`config.mk`:
```
export PLATFORM = sky130hd
export DESIGN_NAME = rtc_shadow_bank
export DESIGN_NICKNAME = d
export VERILOG_FILES = /design/src/rtl/rtc_pkg.sv /design/src/rtl/rtc_time_counter.sv /design/src/rtl/rtc_xfer_ctrl.sv /design/src/rtl/rtc_shadow_regs.sv /design/src/rtl/rtc_shadow_bank.sv
export SDC_FILE = /design/constraint.sdc
export NUM_CORES = 1
export LEC_CHECK = 0
export CORE_MARGIN = 2
export CORE_UTILIZATION = 62
export CTS_CLUSTER_SIZE = 16
export DETAILED_ROUTE_END_ITERATION = 6
export PLACE_DENSITY = 0.87
export SKIP_LAST_GASP = 1
export SLEW_MARGIN = 20
export SYNTH_ARGS = -nofsm -noshare
export SYNTH_HDL_FRONTEND = slang
export SYNTH_SLANG_ARGS = --single-unit
```
`constraint.sdc`:
```
create_clock -name clk_i -period 3.71 [get_ports clk_i]
set_input_delay 0.742 -clock clk_i [delete_from_list [all_inputs] [get_ports clk_i]]
set_output_delay 0.742 -clock clk_i [all_outputs]
set_load 0.01 [all_outputs]
```
`src/rtl/rtc_pkg.sv`:
```
package rtc_pkg;
  localparam int unsigned NUM_TIME = 6;

  typedef struct packed {
    logic [7:0] year;
    logic [7:0] month;
    logic [7:0] date;
    logic [7:0] hour;
    logic [7:0] min;
    logic [7:0] sec;
  } rtc_time_t;

  localparam rtc_time_t TIME_RST = '{year: 8'h00, month: 8'h01, date: 8'h01,
                                     hour: 8'h00, min: 8'h00, sec: 8'h00};

  function automatic logic [7:0] bcd_inc(logic [7:0] b);
    if (b[3:0] == 4'h9) return {b[7:4] + 4'h1, 4'h0};
    return {b[7:4], b[3:0] + 4'h1};
  endfunction

  function automatic logic is_leap(logic [7:0] y);
    logic [4:0] s;
    s = {y[7:4], 1'b0} + {1'b0, y[3:0]};  // tens*10 == tens*2 mod 4
    return s[1:0] == 2'b00;
  endfunction

  function automatic logic [7:0] last_day(logic [7:0] m, logic [7:0] y);
    case (m)
      8'h02:                      return is_leap(y) ? 8'h29 : 8'h28;
      8'h04, 8'h06, 8'h09, 8'h11: return 8'h30;
      default:                    return 8'h31;
    endcase
  endfunction

  function automatic rtc_time_t time_next(rtc_time_t t);
    rtc_time_t n;
    n = t;
    if (t.sec != 8'h59) n.sec = bcd_inc(t.sec);
    else begin
      n.sec = 8'h00;
      if (t.min != 8'h59) n.min = bcd_inc(t.min);
      else begin
        n.min = 8'h00;
        if (t.hour != 8'h23) n.hour = bcd_inc(t.hour);
        else begin
          n.hour = 8'h00;
          if (t.date != last_day(t.month, t.year)) n.date = bcd_inc(t.date);
          else begin
            n.date = 8'h01;
            if (t.month != 8'h12) n.month = bcd_inc(t.month);
            else begin
              n.month = 8'h01;
              n.year  = (t.year == 8'h99) ? 8'h00 : bcd_inc(t.year);
            end
          end
        end
      end
    end
    return n;
  endfunction
endpackage

```
`src/rtl/rtc_time_counter.sv`:
```
module rtc_time_counter
  import rtc_pkg::*;
(
  input  logic      clk_i,
  input  logic      rst_ni,
  input  logic      step_i,
  input  logic      load_i,
  input  rtc_time_t load_val_i,
  output rtc_time_t time_o
);
  rtc_time_t time_q;

  always_ff @(posedge clk_i or negedge rst_ni) begin
    if (!rst_ni)     time_q <= TIME_RST;
    else if (load_i) time_q <= load_val_i;  // commit beats a tick
    else if (step_i) time_q <= time_next(time_q);
  end

  assign time_o = time_q;
endmodule

```
`src/rtl/rtc_xfer_ctrl.sv`:
```
module rtc_xfer_ctrl #(
  parameter int unsigned ADDR_W    = 4,
  parameter int unsigned CTRL_ADDR = 14,
  parameter int unsigned INH_BIT   = 3
) (
  input  logic              clk_i,
  input  logic              rst_ni,
  input  logic              tick_i,
  input  logic              inhibit_i,
  input  logic              wr_ok_i,
  input  logic [ADDR_W-1:0] addr_i,
  input  logic [7:0]        wdata_i,
  output logic              busy_o,
  output logic              commit_o
);
  localparam logic [ADDR_W-1:0] CtrlA = ADDR_W'(CTRL_ADDR);
  localparam logic [ADDR_W-1:0] TimeA = ADDR_W'(rtc_pkg::NUM_TIME);

  logic busy_q, dirty_q, wr_ctrl, wr_time, clr_inh;

  assign wr_ctrl  = wr_ok_i && (addr_i == CtrlA);
  assign wr_time  = wr_ok_i && (addr_i < TimeA);
  assign clr_inh  = wr_ctrl && !wdata_i[INH_BIT];
  assign commit_o = clr_inh && inhibit_i && dirty_q;

  always_ff @(posedge clk_i or negedge rst_ni) begin
    if (!rst_ni) begin
      busy_q  <= 1'b0;
      dirty_q <= 1'b0;
    end else begin
      busy_q <= tick_i && !inhibit_i;  // latched: a later inhibit cannot cancel it
      if (clr_inh)                       dirty_q <= 1'b0;
      else if (wr_time && inhibit_i)     dirty_q <= 1'b1;
    end
  end

  assign busy_o = busy_q;
endmodule

```
`src/rtl/rtc_shadow_regs.sv`:
```
module rtc_shadow_regs
  import rtc_pkg::*;
#(
  parameter int unsigned ADDR_W    = 4,
  parameter int unsigned CTRL_ADDR = 14,
  parameter int unsigned INH_BIT   = 3,
  parameter int unsigned STOP_BIT  = 1
) (
  input  logic              clk_i,
  input  logic              rst_ni,
  input  logic              xfer_i,
  input  rtc_time_t         time_i,
  input  logic              wr_ok_i,
  input  logic [ADDR_W-1:0] addr_i,
  input  logic [7:0]        wdata_i,
  output logic [7:0]        rdata_o,
  output rtc_time_t         shadow_o,
  output logic [7:0]        ctrl_o,
  output logic              inhibit_o,
  output logic              stop_o
);
  localparam int unsigned NUM_REGS = 1 << ADDR_W;

  logic [7:0] regs [NUM_REGS];
  logic [NUM_TIME*8-1:0] time_vec, rst_vec;

  assign time_vec = time_i;
  assign rst_vec  = TIME_RST;

  for (genvar i = 0; i < NUM_REGS; i++) begin : g_reg
    logic [7:0] q;
    logic       sel;
    assign sel = wr_ok_i && (addr_i == ADDR_W'(i));
    if (i < NUM_TIME) begin : g_time
      always_ff @(posedge clk_i or negedge rst_ni) begin
        if (!rst_ni)     q <= rst_vec[8*i +: 8];
        else if (xfer_i) q <= time_vec[8*i +: 8];
        else if (sel)    q <= wdata_i;
      end
    end else begin : g_plain
      always_ff @(posedge clk_i or negedge rst_ni) begin
        if (!rst_ni)  q <= 8'h00;
        else if (sel) q <= wdata_i;
      end
    end
    assign regs[i] = q;
  end

  for (genvar j = 0; j < NUM_TIME; j++) begin : g_pack
    assign shadow_o[8*j +: 8] = regs[j];
  end

  assign rdata_o   = regs[addr_i];
  assign ctrl_o    = regs[CTRL_ADDR];
  assign inhibit_o = ctrl_o[INH_BIT];
  assign stop_o    = ctrl_o[STOP_BIT];
endmodule

```
`src/rtl/rtc_shadow_bank.sv`:
```
module rtc_shadow_bank
  import rtc_pkg::*;
#(
  parameter int unsigned ADDR_W    = 4,
  parameter int unsigned CTRL_ADDR = 14,
  parameter int unsigned INH_BIT   = 3,
  parameter int unsigned STOP_BIT  = 1
) (
  input  logic              clk_i,
  input  logic              rst_ni,
  input  logic              tick_i,
  input  logic              we_i,
  input  logic [ADDR_W-1:0] addr_i,
  input  logic [7:0]        wdata_i,
  output logic [7:0]        rdata_o,
  input  logic              power_fail_i,
  input  logic              batt_mode_i
);
  logic      wr_ok, xfer_busy, commit, inhibit, stop, step;
  logic [7:0] ctrl_byte;
  rtc_time_t cnt_time, shd_time;

  assign wr_ok = we_i && !power_fail_i;
  assign step  = tick_i && (!batt_mode_i || stop);

  rtc_time_counter u_cnt (
    .clk_i, .rst_ni,
    .step_i     (step),
    .load_i     (commit),
    .load_val_i (shd_time),
    .time_o     (cnt_time)
  );

  rtc_xfer_ctrl #(.ADDR_W(ADDR_W), .CTRL_ADDR(CTRL_ADDR), .INH_BIT(INH_BIT)) u_xfer (
    .clk_i, .rst_ni,
    .tick_i,
    .inhibit_i (inhibit),
    .wr_ok_i   (wr_ok),
    .addr_i,
    .wdata_i,
    .busy_o    (xfer_busy),
    .commit_o  (commit)
  );

  rtc_shadow_regs #(.ADDR_W(ADDR_W), .CTRL_ADDR(CTRL_ADDR), .INH_BIT(INH_BIT),
                    .STOP_BIT(STOP_BIT)) u_shd (
    .clk_i, .rst_ni,
    .xfer_i    (xfer_busy),
    .time_i    (cnt_time),
    .wr_ok_i   (wr_ok),
    .addr_i,
    .wdata_i,
    .rdata_o,
    .shadow_o  (shd_time),
    .ctrl_o    (ctrl_byte),
    .inhibit_o (inhibit),
    .stop_o    (stop)
  );
endmodule

```
# Word level (Yosys, flattened, before mapping)
# Index checks and enable logic that the tools add are counted.
dict set report word_totals {
  register_bits 178
  word_cells 227
  inputBits 18
}
dict set report op_classes {
  n_addsub 13
  reduce_logical 52
  bitwise 1
  muxes 87
  n_lt_le_gt_ge 2
  eq_ne 42
}
# op n
set ops {}
lappend ops {{8-bit two-way mux} 38}
lappend ops {{48-bit two-way mux} 2}
lappend ops {{4-bit == test, second input constant} 14}
lappend ops {{4-bit by 1-bit adder with 4-bit output, second input constant} 12}
lappend ops {{1-bit two-way mux} 41}
lappend ops {{40-bit two-way mux} 1}
lappend ops {{8-bit binary-select mux with 4-bit select} 1}
lappend ops {{32-bit two-way mux} 1}
lappend ops {{1-bit logical AND} 24}
lappend ops {{24-bit two-way mux} 1}
lappend ops {{4-bit by 3-bit == test with 1-bit output, second input constant} 4}
lappend ops {{8-bit by 3-bit == test with 1-bit output, second input constant} 2}
lappend ops {{16-bit two-way mux} 1}
lappend ops {{8-bit by 7-bit != test with 1-bit output, second input constant} 2}
lappend ops {{8-bit one-hot mux with 2 select lines} 1}
lappend ops {{2-bit nonzero test} 8}
lappend ops {{3-bit != test, second input constant} 5}
lappend ops {{6-bit AND reduction} 2}
lappend ops {{2-bit != test, second input constant} 5}
lappend ops {{5-bit AND reduction} 2}
lappend ops {{4-bit by 2-bit == test with 1-bit output, second input constant} 2}
lappend ops {{8-bit by 2-bit == test with 1-bit output, second input constant} 1}
lappend ops {{8-bit by 4-bit == test with 1-bit output, second input constant} 1}
lappend ops {{8-bit by 5-bit == test with 1-bit output, second input constant} 1}
lappend ops {{19 further kinds} 25}

# Logic depth before layout (Yosys ltp)
dict set report depth {
  ltp_word 25
  ltp_mapped 10
  mapped_depth_nobuf 8
}

# Modules after synthesis
# From an unflattened synthesis, not the netlist that was laid out.
dict set report unflattened {
  cells_unflattened 935
  hier_area_um2 9953.3
}
# mod area_per_inst_um2 n_inst cells_each
set modules_own_cells {}
lappend modules_own_cells {rtc_shadow_regs 6426.2 1 527}
lappend modules_own_cells {rtc_time_counter 3408.3 1 395}
lappend modules_own_cells {rtc_xfer_ctrl 101.3 1 10}
lappend modules_own_cells {rtc_shadow_bank 17.5 1 3}

# Worst setup path before layout
# OpenSTA, ideal clock, no wires.
dict set report synth_timing {
  path_kind {input -> output}
  from {input port addr_i[0]}
  to {output port rdata_o[0]}
  arrival_ns 2.748
  slack_ns 0.220
  path_buffers 2
  stages 4
  cell_sequence {clkbuf_1 > buf_1 > mux4_2 > mux4_2}
}
dict set report synth_between {
  elab_chain_len 4
}
# item line
set synth_lines {}
lappend synth_lines {{from (decl)} rtc_shadow_bank.sv:13} ;# input logic [ADDR_W-1:0] addr_i,
lappend synth_lines {{4-bit inverter with 5-bit output (not written as such)} rtc_shadow_regs.sv:53} ;# assign rdata_o = regs[addr_i];
lappend synth_lines {{8-bit binary-select mux with 4-bit select} rtc_shadow_regs.sv:53}
lappend synth_lines {{8-bit two-way mux (not written as such) (2 in series)} rtc_shadow_regs.sv:53}
lappend synth_lines {{to (decl)} rtc_shadow_bank.sv:15} ;# output logic [7:0] rdata_o,
# No other way between the ends. The select of a mux whose other input is x is not followed.

# Final worst setup path
dict set report layout_timing {
  from {input port addr_i[1]}
  to {output port rdata_o[0]}
}
# Same word-level chain as after synthesis.

==> out/results.ini <==
[floorplanning]
dieArea_um2 = 16600
die_h_um = 129
design.core.area_um2 = 15200
placement_rows = 45
fp.dieW_um = 129
initial_core_util = 0.634
boundaryPins = 26

[final_layout]
fillers = 1033
area_growth_syn_to_layout_pct = 11.1
fin_nets = 935
drive_gt1_frac = 0.207
antenna_diode_instance_count = 0
seq_area_um2 = 4460
combined_area_of_the_multi_input_logic_cells_um2 = 4920

[setup_path]
crit_path_start_kind = input port
ff2ff_path_depth = 9
path_class = input port to output port
worst-endpoint-arrival_ns = 2.80
cp_data_required_time_ns = 2.97
worst_r2r_startpoint = u_cnt.time_o[36]$_DFFE_PN0P_
timing.reg2reg.setup_slack_ns = 0.64
crit-reg2reg-capture = u_cnt.time_o[45]$_DFFE_PN0P_
end_kind = output port
worst-path-max-fanout = 19

[global_route]
antenna_found_initial = 0
number_of_global_route_vias_before_repair = 7303
grt_overflow = 0
grt_usage = 0.331
first_pass_grt_wire_length_um = 41000
grt_start_max_net_pins = 104

[cts]
tritoncts_buffer_count = 17
cts_repair_resize_count = 0
cts_max_level = 4
postCtsHoldBufs = 0
ctsRootBufferMaster = clkbuf_16
worst_skew_pair.late_latency_ns = 0.44
post-cts-setup-buffers = 0
cts_max_path_buffers = 2
clkSlewWorstSetupHoldPaths_ns = 0.07
cts_tree = built
clock_sinks = 178

[sta]
final-max-slew-violation-count = 0
final.min_clock_period_ns = 3.54
setup_ws_ns = 0.170
timing.max_slew.rel_slack = 0.341
fin_worst_skew_ns = 0.00876
max_slew.worst_pin.slew_ns = 0.988
timing.setup.tns_ns = 0
final-hold-violation-count = 0
rsz0062_at_grt = no
max_freq_ghz = 0.283
layout_worst_path_cycle_share = 0.954
finalSetupViolCount = 0

[power_and_ir_drop]
power_density_nw_per_um2 = 464
p_int_w = 0.00352
overall_power_w = 0.00497
power.clock.fraction = 0.350
total_leakage_power_nw = 4.71
share_comb_of_total_power = 0.149
peak_ir_drop_on_the_vdd_network_mv = 0.523
switching_share = 0.291
netSwitchingPower_w = 0.00145
power.sequential.fraction = 0.501

[yosys]
synthesis_stage_register_bit_count = 178
post_synth_num_cell_types = 60
synth_enable_flop_cells = 0
synthesis.yosys.warnings = 0
mappedNetlistNets = 920
mappedNetlistArea_um2 = 9640
synth.top_cell.area_share = 0.452
synthArstFlopShare = 1.00
post_synthesis_cells = 880
ys_seq_area_frac = 0.463
post_synth.cell_area_avg_um2 = 11.0
synthFlopType = dfrtp_1
netlist.top_cell.by_area = dfrtp_1
post_synth_main_area_contributors = dfrtp_1 45%, mux4_2 9.3%, mux2_2 8.9%

[place]
placement_setup_slack_ns = 0.179
io_buffers = 25
place_congestion = 0.961
hpwl_um = 17100

[routing]
detailedRoute.firstPassIterationCount = 5
via_count = 7525
detail-route-antenna-nets = 0
routed_wl_per_cell_um = 23.4
routed_via_density = 6.87
drt_iter0_drc = 910
drcViolationCount = 0
wl_um = 25700

[worst_hold_path]
timing.hold.worst.class = input port to asynchronous set/reset pin

[status]
outcome = completed

[flow_run]
max_cap_viol_count = 0

flip-flops by register name (all words and copies together), names as in the netlist:
name	cells
u_shd.g.q	120
u_cnt.time_o	48
u_shd.ctrl_o	8
u_xfer.busy_o	1
u_xfer.dirty_q	1
synthesized netlist by cell type, drive strengths merged (11+ instances only):
| cell | instances |
|---|---|
| or4 | 11 |
| nor3 | 12 |
| dfrtp | 174 |
| nor2 | 56 |
| mux4 | 40 |
| inv | 20 |
| mux2i | 47 |
| a21oi | 32 |
| clkbuf | 42 |
| o21ai | 93 |
| mux2 | 76 |
| nand2 | 102 |
| a31oi | 18 |
| nand3 | 21 |
| ha | 22 |
| nor3b | 11 |
power groups by stage:
stage | logic [W] | clock network [W] | registers, W
floorplan | 0.000541 | 0 | 0.00237
global placement | 0.000692 | 0 | 0.00249
detailed placement | 0.000733 | 0 | 0.00250
CTS | 0.000740 | 0.00176 | 0.00247
global route | 0.000810 | 0.00184 | 0.00251
finish | 0.000743 | 0.00174 | 0.00249
per-stage QoR:
step	utilization	std cells	hold WS (ns)	cell area [um^2]
floorplan	-	880	0.445	9640
global placement	0.667	1064	0.468	10100
detailed placement	0.667	1064	0.483	10100
CTS	0.704	1096	0.160	10700
global route	0.704	1096	0.177	10700
finish	0.704	1096	0.163	10700
worst max-delay path: stages:
cell and delay (ns):
buf_2 0.43, mux4_2 0.58, mux4_2 0.53, clkdlybuf4s50_1 0.51
cell usage in the layout, fill, tap and decap left out, drive strengths merged, types with 5 or more instances in the layout:
cell,count
nand2b,5
mux4,40
dfrtp,174
nand2,102
nand4,7
nand3b,5
nor2b,9
nor2,56
buf,25
a31oi,18
o21ai,93
or4,11
ha,22
nor3,12
nor3b,11
clkbuf,19
o211ai,9
mux2,76
mux2i,47
a211oi,5
inv,26
nand3,21
clkdlybuf4s50,22
a21oi,32
layout make-up:
cell class                      instances  area share
Clock buffer                           19      0.0414
Clock inverter                         13      0.0111
Inverter                               20     0.00701
Multi-Input combinational cell        631       0.459
Sequential cell                       178       0.417
Tap cell                              188      0.0220
Timing Repair Buffer                   47      0.0426
metal layers:
metal	track usage	part of all wire	vias to the layer above
met5	0	0	-
li1	-	-	3277
met4	0.136	0.039	0
met3	0.0894	0.093	83
met1	0.449	0.40	3745
met2	0.512	0.47	420
cell families (layout without fill, tap and decap cells):
kind of cell / count (synthesis) / after routing / share of synthesized area
compound gates: 179 / 179 / 0.111
buf+inv: 71 / 99 / 0.0278
simple gates: 265 / 265 / 0.137
fa+ha+maj: 22 / 22 / 0.0286
flops: 178 / 178 / 0.463
xor+xnor: 2 / 2 / 0.00182
mux: 163 / 163 / 0.231
worst max-delay path by stage:
stage                    from         end
finish              addr_i[1]  rdata_o[0]
global route        addr_i[1]  rdata_o[0]
CTS                 addr_i[1]  rdata_o[0]
detailed placement  addr_i[1]  rdata_o[0]
global placement    addr_i[1]  rdata_o[0]
floorplan           addr_i[0]  rdata_o[0]
Note: power is estimated with default switching activity, not from simulation.
